$ cat src/rtl/wdog_pkg.sv
package wdog_pkg;
  // Behaviour of a timer when its period elapses.
  typedef enum logic {
    TMR_ONESHOT = 1'b0,  // latch low until restart
    TMR_TOGGLE  = 1'b1   // flip output while kick is held high
  } tmr_mode_e;

  localparam int unsigned DEF_CNT_W = 16;
endpackage

$ cat src/rtl/wdog_kick_sync.sv
module wdog_kick_sync #(
  parameter int unsigned STAGES = 2
) (
  input  logic clk,
  input  logic rst_n,
  input  logic kick_async,
  output logic kick_hi,
  output logic kick_rise
);
  localparam int unsigned LAST = STAGES - 1;

  logic [STAGES-1:0] chain;
  logic              kick_prev;

  generate
    for (genvar g = 0; g < STAGES; g++) begin : g_stage
      if (g == 0) begin : g_first
        always_ff @(posedge clk or negedge rst_n) begin
          if (!rst_n) chain[0] <= 1'b0;
          else        chain[0] <= kick_async;
        end
      end else begin : g_next
        always_ff @(posedge clk or negedge rst_n) begin
          if (!rst_n) chain[g] <= 1'b0;
          else        chain[g] <= chain[g-1];
        end
      end
    end
  endgenerate

  always_ff @(posedge clk or negedge rst_n) begin
    if (!rst_n) kick_prev <= 1'b0;
    else        kick_prev <= chain[LAST];
  end

  assign kick_hi   = chain[LAST];
  assign kick_rise = chain[LAST] & ~kick_prev;

  // the synchronized edge is a single-cycle event
  p_rise_single_r9: assert property (@(posedge clk) disable iff (!rst_n)
    kick_rise |=> !kick_rise);
endmodule

$ cat src/rtl/wdog_tmr_core.sv
module wdog_tmr_core
  import wdog_pkg::*;
#(
  parameter int unsigned CNT_W = DEF_CNT_W,
  parameter tmr_mode_e   MODE  = TMR_ONESHOT
) (
  input  logic             clk,
  input  logic             rst_n,
  input  logic             sys_hold,
  input  logic             restart,
  input  logic             tick,
  input  logic             kick_hi,
  input  logic [CNT_W-1:0] limit,
  output logic             alarm_n,
  output logic             expire
);
  localparam int unsigned EXT_W = CNT_W + 1;

  // True when one more tick reaches (or passes) the limit.
  function automatic logic at_limit(input logic [CNT_W-1:0] c,
                                    input logic [CNT_W-1:0] lim);
    logic [EXT_W-1:0] nxt;
    nxt = {1'b0, c} + EXT_W'(1);
    return nxt >= {1'b0, lim};
  endfunction

  // Alarm level that follows an elapsed period.
  function automatic logic after_expire(input logic cur, input logic held);
    if (MODE == TMR_TOGGLE && held) return ~cur;
    return 1'b0;
  endfunction

  logic [CNT_W-1:0] cnt;
  logic             alarm_q;
  logic             halt;
  logic             mode_clr;
  logic             run;

  assign halt = sys_hold | ~|limit;

  generate
    if (MODE == TMR_TOGGLE) begin : g_toggle
      assign mode_clr = 1'b0;
      assign run      = tick & (kick_hi | alarm_q);
    end else begin : g_oneshot
      assign mode_clr = kick_hi;
      assign run      = tick & ~kick_hi & alarm_q;
    end
  endgenerate

  assign expire = run & at_limit(cnt, limit);

  always_ff @(posedge clk or negedge rst_n) begin
    if (!rst_n) begin
      cnt     <= '0;
      alarm_q <= 1'b1;
    end else if (halt | restart | mode_clr) begin
      cnt     <= '0;
      alarm_q <= 1'b1;
    end else if (expire) begin
      cnt     <= '0;
      alarm_q <= after_expire(alarm_q, kick_hi);
    end else if (run) begin
      cnt     <= cnt + CNT_W'(1);
    end
  end

  assign alarm_n = alarm_q;

  // a held timer is cleared
  p_hold_clears_r1: assert property (@(posedge clk) disable iff (!rst_n)
    halt |=> (alarm_n && cnt == '0));
  // restart releases the alarm
  p_restart_high_r4: assert property (@(posedge clk) disable iff (!rst_n)
    restart |=> alarm_n);
  // no alarm movement without a tick
  p_tick_only_r10: assert property (@(posedge clk) disable iff (!rst_n)
    (!halt && !restart && !tick) |=> $stable(alarm_n));
  // tick colliding with restart is not counted
  p_restart_wins_r8: assert property (@(posedge clk) disable iff (!rst_n)
    (restart && tick && !halt) |=> (cnt == '0));

  generate
    if (MODE == TMR_ONESHOT) begin : g_chk_latch
      // a timed-out watchdog stays low until restart or hold
      p_latch_low_r2: assert property (@(posedge clk) disable iff (!rst_n)
        (!alarm_n && !halt && !restart && !kick_hi) |=> !alarm_n);
    end
  endgenerate
endmodule

$ cat src/rtl/wdog_pair.sv
module wdog_pair
  import wdog_pkg::*;
#(
  parameter int unsigned CNT_W     = DEF_CNT_W,
  parameter int unsigned SYNC_DEPTH = 2
) (
  input  logic             clk,
  input  logic             rst_n,
  input  logic             sup_rst_act,
  input  logic             tick,
  input  logic             kick_async,
  input  logic [CNT_W-1:0] wd_limit,
  input  logic [CNT_W-1:0] ld_limit,
  output logic             wd_alarm_n,
  output logic             ld_alarm_n
);
  logic kick_hi;
  logic kick_rise;
  logic wd_expire;
  logic ld_expire;

  wdog_kick_sync #(.STAGES(SYNC_DEPTH)) u_sync (
    .clk       (clk),
    .rst_n     (rst_n),
    .kick_async(kick_async),
    .kick_hi   (kick_hi),
    .kick_rise (kick_rise)
  );

  wdog_tmr_core #(.CNT_W(CNT_W), .MODE(TMR_ONESHOT)) u_wd (
    .clk     (clk),
    .rst_n   (rst_n),
    .sys_hold(sup_rst_act),
    .restart (kick_rise),
    .tick    (tick),
    .kick_hi (kick_hi),
    .limit   (wd_limit),
    .alarm_n (wd_alarm_n),
    .expire  (wd_expire)
  );

  wdog_tmr_core #(.CNT_W(CNT_W), .MODE(TMR_TOGGLE)) u_ld (
    .clk     (clk),
    .rst_n   (rst_n),
    .sys_hold(sup_rst_act),
    .restart (kick_rise),
    .tick    (tick),
    .kick_hi (kick_hi),
    .limit   (ld_limit),
    .alarm_n (ld_alarm_n),
    .expire  (ld_expire)
  );

  // watchdog is off while the kick level is high
  p_wd_off_held_r5: assert property (@(posedge clk) disable iff (!rst_n)
    kick_hi |=> wd_alarm_n);
  // supervisor reset drives both alarms high
  p_reset_high_r7: assert property (@(posedge clk) disable iff (!rst_n)
    sup_rst_act |=> (wd_alarm_n && ld_alarm_n));
  // an expiry only occurs on a tick
  p_expire_on_tick_r10: assert property (@(posedge clk) disable iff (!rst_n)
    (wd_expire || ld_expire) |-> tick);
endmodule

$ cat config.mk
export PLATFORM = sky130hd
export DESIGN_NAME = wdog_pair
export DESIGN_NICKNAME = d
export VERILOG_FILES = /design/src/rtl/wdog_pkg.sv /design/src/rtl/wdog_kick_sync.sv /design/src/rtl/wdog_tmr_core.sv /design/src/rtl/wdog_pair.sv
export SDC_FILE = /design/constraint.sdc
export NUM_CORES = 1
export LEC_CHECK = 0
export BUFFER_PORTS_ARGS = -buffer_cell sky130_fd_sc_hd__buf_4
export CAP_MARGIN = 20
export CORE_MARGIN = 2
export CORE_UTILIZATION = 29
export CTS_CLUSTER_SIZE = 30
export DETAILED_ROUTE_END_ITERATION = 7
export SLEW_MARGIN = 20
export SYNTH_ARGS = -nofsm -noshare
export SYNTH_HDL_FRONTEND = slang
export SYNTH_HIERARCHICAL = 1
export SYNTH_SLANG_ARGS = --single-unit
$ cat constraint.sdc
create_clock -name clk -period 6.2 [get_ports clk]
set_clock_uncertainty 0.05 [all_clocks]
set_input_delay 0.62 -clock clk [delete_from_list [all_inputs] [get_ports clk]]
set_output_delay 0.62 -clock clk [all_outputs]
set_load 0.02 [all_outputs]
==> results of run 1 <==
## cell type report
cell class                 count  area, um2  area share (%)
clock buffer                   8       90.1            2.47
inverter                      32        120            3.29
multi-input combinational    280       2040            56.0
sequential                    37        928            25.5
tap                          140        175            4.80
timing repair buffer          39        293            8.03
## per-layer routing
metal  global-route usage [%]  wire, um  vias up
met5                        0         0        -
met4                     2.20        47        0
met2                     22.2      3490       49
met3                     1.85       263        4
met1                     17.9      3460     1248
li1                         -         -     1364
## state kept, by name, indices dropped and copies added (netlist names)
register          cells
u_ld/alarm_n          1
u_ld/cnt             16
u_sync/chain          1
u_sync/kick_hi        1
u_sync/kick_prev      1
u_wd/alarm_n          1
u_wd/cnt             16
## where the power goes
part	leakage, nW	internal [mW]	switching, mW
Clock	0.0455	0.0908	0.0855
Sequential	0.502	0.243	0.00242
Combinational	1.18	0.0278	0.0343
Total	1.73	0.362	0.122
## worst paths after layout
path | endpoint | slack (ns) | cells after the start
max | u_ld/alarm_n | 2.36 | 11
min | u_wd/cnt[15] | 0.24 | 1
max reg2reg | u_ld/alarm_n | 2.36 | 11
min reg2reg | u_sync/kick_hi | 0.30 | 0
max in group asynchronous | u_wd/alarm_n | 5.49 | 1
min in group clk | u_sync/kick_hi | 0.30 | 0
## placed cells by master, fill, tap and decap left out, types with 11 or more instances in the layout
master and count:
inv_1 32, nand3_1 27, nor4_1 11, xor2_1 11, nor2_1 15, buf_4 39, ha_1 34, dfrtp_1 35
nand2_1 39, a21oi_1 21, xnor2_1 12
==> metrics.md, run 1 <==
| Metric | Value |
|---|---|
| Worst path cell trace | `ha_1 > nand4_1 > nor3_2 > nand3_1 > xnor2_1 > ha_1 > a21o_1 > a221o_1 > a211oi_4 > nor4bb_1 > a211o_1` |
| Syn avg cell area | `8.75 um2` |
| Worst min path class | `in2async` |
| Die Y | `~110 um` |
| Total clock sinks | `37` |
| Fin cells | `536` |
| Max-Cap Viols | `0` |
| Slowest cell on crit path | `a211oi_4` |
| CP delay by family, top | `compound AO/OA/AOI/OAI gates` |
| Power Total | `0.484 mW` |
| # port buffers | `38` |
| Fin worst setup slack | `roughly 2.4 ns` |
| DP Area | `roughly 0.0036 mm2` |
| CTS tree | `done` |
| Max stage delay on crit path | `around 0.75 ns` |
| H-tree depth | `2` |
| Routed WL | `slightly above 7 mm` |
| N_diodes | `0` |
| Initial antenna violation count | `0` |
| Post-CTS Resized | `0` |
| Final period util | `61.9%` |
| # fillers | `approximately 1,100` |
| Syn Nets | `437` |
| Buf/Inv on CP | `0` |
| Initial core utilization | `29.7%` |
| Core area | `roughly 0.011 mm2` |
| Clock Tree Buf Depth | `2` |
| DRT Pass-1 Iters | `4` |
| Setup WS pre-CTS | `roughly 2.4 ns` |
| Min Clock Period, post-route | `3.84 ns` |
| Post-layout util | `between 30% and 40%` |
| Chip width | `around 110 um` |
| Setup TNS | `0 ns` |
| GP Congestion | `between 0.8 and 0.9` |
| Worst setup path startpoint | `u_ld/cnt[0]` |
| Fin Hold WS | `0.237 ns` |
| DR WL/cell | `approximately 14 um` |
| Largest net degree at the start of global routing | `38` |
| Root Buffer | `clkbuf_8` |
| First-pass GRT wire length | `12.5 mm` |
| HPWL after DPL | `roughly 5.7 mm` |
| Post-Syn Instances | `366` |
| Design Area, Final | `~0.0036 mm2` |
| Layout area overhead | `13.9%` |
| Synthesized cell area | `between 0.003 and 0.004 mm2` |
| # setup viols final | `0` |
| CP startpoint kind | `flop` |
| Outcome | `complete, no violations` |
| Fraction of layout cells with a size suffix above 1 | `a little under a fifth` |
| Congestion Overflow GR | `0` |
| Slew headroom | `36.7%` |
| PwrDens | `around 130 mW/mm2` |
| Total Nets Final | `around 470` |
| Vias in the first global route | `2,604` |
| Rows | `38` |
| Ports | `39` |
| Critical Path End Type | `flop` |
| Initial DRC Count | `104` |
| Skew-Pair Late Insertion Delay | `roughly 0.28 ns` |
| CTS buffer count | `5` |
| RR Startpoint | `u_ld/cnt[0]` |
| Worst-margin pin slew | `approximately 0.95 ns` |
| Max Slew Vio Count | `0` |
| Critical path class | `reg2reg` |
| DRC viols | `0` |
| Crit-path max FO | `23` |
| Data arrival, critical path | `4.01 ns` |
| Die footprint | `about 0.012 mm2` |
| DP Cell Count | `~530` |
| Static Leak | `approximately 1.7 nW` |
| RSZ-0062 raised after global routing | `no` |
| Hold_buf cts | `0` |
| WP data required | `around 6.4 ns` |
| GRT Overall Usage | `13.1%` |
| Synth Warn # | `6` |
| Final ANT Viol Nets | `0` |
| Hold Violations, Final | `0` |
| DR vias | `roughly 2,700` |
| Cell mode on critical path | `ha_1` |
| Highest clock rate | `about 260 MHz` |
| Drt via density | `just under 5` |
| Setup Buffers After CTS | `0` |
| Clk slew on worst S/H paths | `roughly 0.08 ns` |
| Worst vdd ir | `between 80 and 90 uV` |
(Power assumes the default switching activity.)
==> run 2, diff against run 1 <==
--- a/config.mk
+++ b/config.mk
@@ -5,6 +5,7 @@
 export SDC_FILE = /design/constraint.sdc
 export NUM_CORES = 1
 export LEC_CHECK = 0
+export ABC_AREA = 1
 export BUFFER_PORTS_ARGS = -buffer_cell sky130_fd_sc_hd__buf_4
 export CAP_MARGIN = 20
 export CORE_MARGIN = 2
==> constraint.sdc (replaced) <==
create_clock -name clk -period 3.41 [get_ports clk]
set_clock_uncertainty 0.05 [all_clocks]
set_input_delay 0.341 -clock clk [delete_from_list [all_inputs] [get_ports clk]]
set_output_delay 0.341 -clock clk [all_outputs]
set_load 0.02 [all_outputs]
==> run 2 against run 1 <==
Compared with the run above:
- worst hold slack lost 0.12 ns
- maximum frequency up 35%
- die area increased by 4.2%
- critical path depth up 3
- largest power group is now clock
- count of clock-buffer cells in the layout fell by 3
- area after synthesis rose by 4.3%
- utilization rose by 0.73 points
==> metrics.md, run 2 <==
| Metric | Value |
|---|---|
| Outcome | `complete, no violations` |
| DR WL/cell | `11.9 um (-12%)` |
| Layout area overhead | `17.0%` |
| Root Buffer | `clkbuf_16` |
| Clk slew on worst S/H paths | `0.06 ns (-0.02 ns)` |
| Register area | `928 um2 (unchanged)` |
| H-tree depth | `2 (unchanged)` |
| # port buffers | `38 (unchanged)` |
| Die footprint | `0.0124 mm2 (+4.2%)` |
| Core area | `0.0113 mm2 (+4.9%)` |
| PwrDens | `263 mW/mm2 (+98%)` |
| Clock Tree Buf Depth | `2 (unchanged)` |
| Congestion Overflow GR | `0 (unchanged)` |
| Top flop regs | `u_ld/cnt x16, u_wd/cnt x16` |
| First-pass GRT wire length | `13.5 mm (+7.8%)` |
| GRT Overall Usage | `12.9% (-0.17 points)` |
| HPWL after DPL | `6.08 mm (+7.2%)` |
| CTS tree | `done` |
| Worst min path class | `in2reg` |
| Synth Warn # | `6 (unchanged)` |
| Skew-Pair Late Insertion Delay | `0.28 ns (about the same)` |
| RR Startpoint | `u_ld/cnt[0]` |
| Syn Nets | `538 (+23%)` |
| Chip width | `111 um (+2.1%)` |
| WHS Path Cells | `1` |
| DRC viols | `0 (unchanged)` |
| WP data required | `3.58 ns (-2.79 ns)` |
| Routed WL | `7.75 mm (+6.8%)` |
| Syn avg cell area | `7.16 um2 (-18%)` |
| Drt via density | `4.66 (-6.2%)` |
| Crit-path max FO | `15 (-35%)` |
| Final period util | `83.6% (+22 points)` |
| Synthesized cell area | `0.00334 mm2 (+4.3%)` |
| Static Leak | `2.24 nW (+29%)` |
| # fillers | `1,227 (+8.6%)` |
| Highest clock rate | `351 MHz (+35%)` |
| Post-Syn Instances | `467 (+28%)` |
| Worst-margin pin slew | `0.924 ns (-0.0218 ns)` |
| Hold Path Sink | `u_sync/chain[0]` |
| Flop-to-flop setup slack | `0.56 ns (-1.80 ns)` |
| # setup viols final | `0 (unchanged)` |
| Die Y | `111 um (+2.1%)` |
| RSZ-0062 raised after global routing | `no` |
| Ports | `39 (unchanged)` |
| Fraction of layout cells with a size suffix above 1 | `17.4% (-1.3 points)` |
| Reg2reg end | `u_ld/cnt[9]` |
| DR vias | `3,030 (+14%)` |
| Initial antenna violation count | `0 (unchanged)` |
| Vias in the first global route | `2,940 (+13%)` |
| Min-delay src | `kick_async` |
| Final ANT Viol Nets | `0 (unchanged)` |
| Total clock sinks | `37 (unchanged)` |
| Most common cell after layout, fill and taps aside | `nand2_1` |
| Most frequent cells in the layout | `nand2_1, inv_1, buf_4, nor2_1, dfrtp_1` |
| N_diodes | `0 (unchanged)` |
| Slew headroom | `38.3% (+1.6 points)` |
| Critical Path End Type | `flop` |
| Initial core utilization | `29.5% (-0.16 points)` |
| R2R depth | `14 (+3)` |
| Fin cells | `650 (+21%)` |
| Max-Cap Viols | `0 (unchanged)` |
| DRT Pass-1 Iters | `4 (unchanged)` |
| Setup Buffers After CTS | `0 (unchanged)` |
| Min Clock Period, post-route | `2.85 ns (-0.986 ns)` |
| Rows | `39 (+2.6%)` |
| GP Congestion | `0.859 (+3.7%)` |
| Power Total | `1.03 mW (+110%)` |
| Largest net degree at the start of global routing | `38 (unchanged)` |
| Data arrival, critical path | `3.02 ns (-0.99 ns)` |
| Critical path class | `reg2reg` |
| Area occupied by multi-input gates | `0.00207 mm2 (+1.7%)` |
| DP Cell Count | `641 (+21%)` |
| Hold Violations, Final | `0 (unchanged)` |
| Max Slew Vio Count | `0 (unchanged)` |
| Setup TNS | `0 ns (unchanged)` |
| CP startpoint kind | `flop` |
| Initial DRC Count | `121 (+16%)` |
| Total Nets Final | `577 (+24%)` |
| Worst vdd ir | `187 uV (+120%)` |
| CTS buffer count | `5 (unchanged)` |
run 2: worst max-delay path by stage:
stage           startpoint          end  slack (ns)  depth (start not counted)
2_1_floorplan  u_wd/cnt[0]  u_wd/cnt[0]        0.92                         19
3_3_place_gp   u_ld/cnt[0]  u_ld/cnt[1]        0.65                         14
3_5_place_dp   u_ld/cnt[0]  u_ld/cnt[9]        0.57                         14
4_1_cts        u_ld/cnt[0]  u_ld/cnt[9]        0.56                         14
5_1_grt        u_ld/cnt[0]  u_ld/cnt[5]        0.27                         14
6_report       u_ld/cnt[0]  u_ld/cnt[9]        0.56                         14
run 2: critical path: stages, from the launching register on:
cell     delay, ns
dfrtp_1       0.43
ha_1          0.23
nand3_2       0.14
nor3_4        0.21
xor2_1        0.29
ha_1          0.31
nand2_1       0.09
inv_1         0.06
a21oi_1       0.14
nand3_1       0.09
nand2_1       0.09
inv_1         0.07
nor2_4        0.33
nand4_1       0.16
nand2_1       0.10
run 2: power breakdown:
part / internal [mW] / switching (mW) / leakage, nW / total (mW)
clock: 0.272 / 0.188 / 0.0702 / 0.459
sequential: 0.443 / 0.00455 / 0.502 / 0.448
combinational: 0.0497 / 0.0713 / 1.66 / 0.121
run 2: layout make-up:
type / instances / share of cell area, %
Multi-Input combinational cell: 347 / 53.1
Tap cell: 143 / 4.58
Inverter: 76 / 7.30
Clock inverter: 3 / 0.544
Timing Repair Buffer: 39 / 7.55
Clock buffer: 5 / 3.20
Sequential cell: 37 / 23.8
run 2: metrics by stage:
step	utilization, %	setup slack, ns	instance area (um2)	hold WS, ns
3_3_place_gp	33.1	0.650	3750	0.286
6_report	34.5	0.558	3910	0.121
2_1_floorplan	-	0.923	3340	-0.00459
5_1_grt	34.5	0.273	3910	0.111
3_5_place_dp	33.1	0.568	3750	0.294
4_1_cts	34.5	0.555	3910	0.115
run 2: what timing repair did:
item                                   in CTS  in global routing
hold buffers                                1                  0
resized for setup                           0                  0
endpoints found under the hold margin      31                  0
setup endpoints to repair                   0                  0
run 2: per-layer routing:
| metal | part of all wire (%) | vias to the layer above | global-route usage [%] |
|---|---|---|---|
| li1 | - | 1564 | - |
| met1 | 47 | 1391 | 17.3 |
| met2 | 47 | 61 | 21.8 |
| met3 | 4.1 | 14 | 2.12 |
| met4 | 1.7 | 0 | 3.37 |
| met5 | 0 | - | 0 |
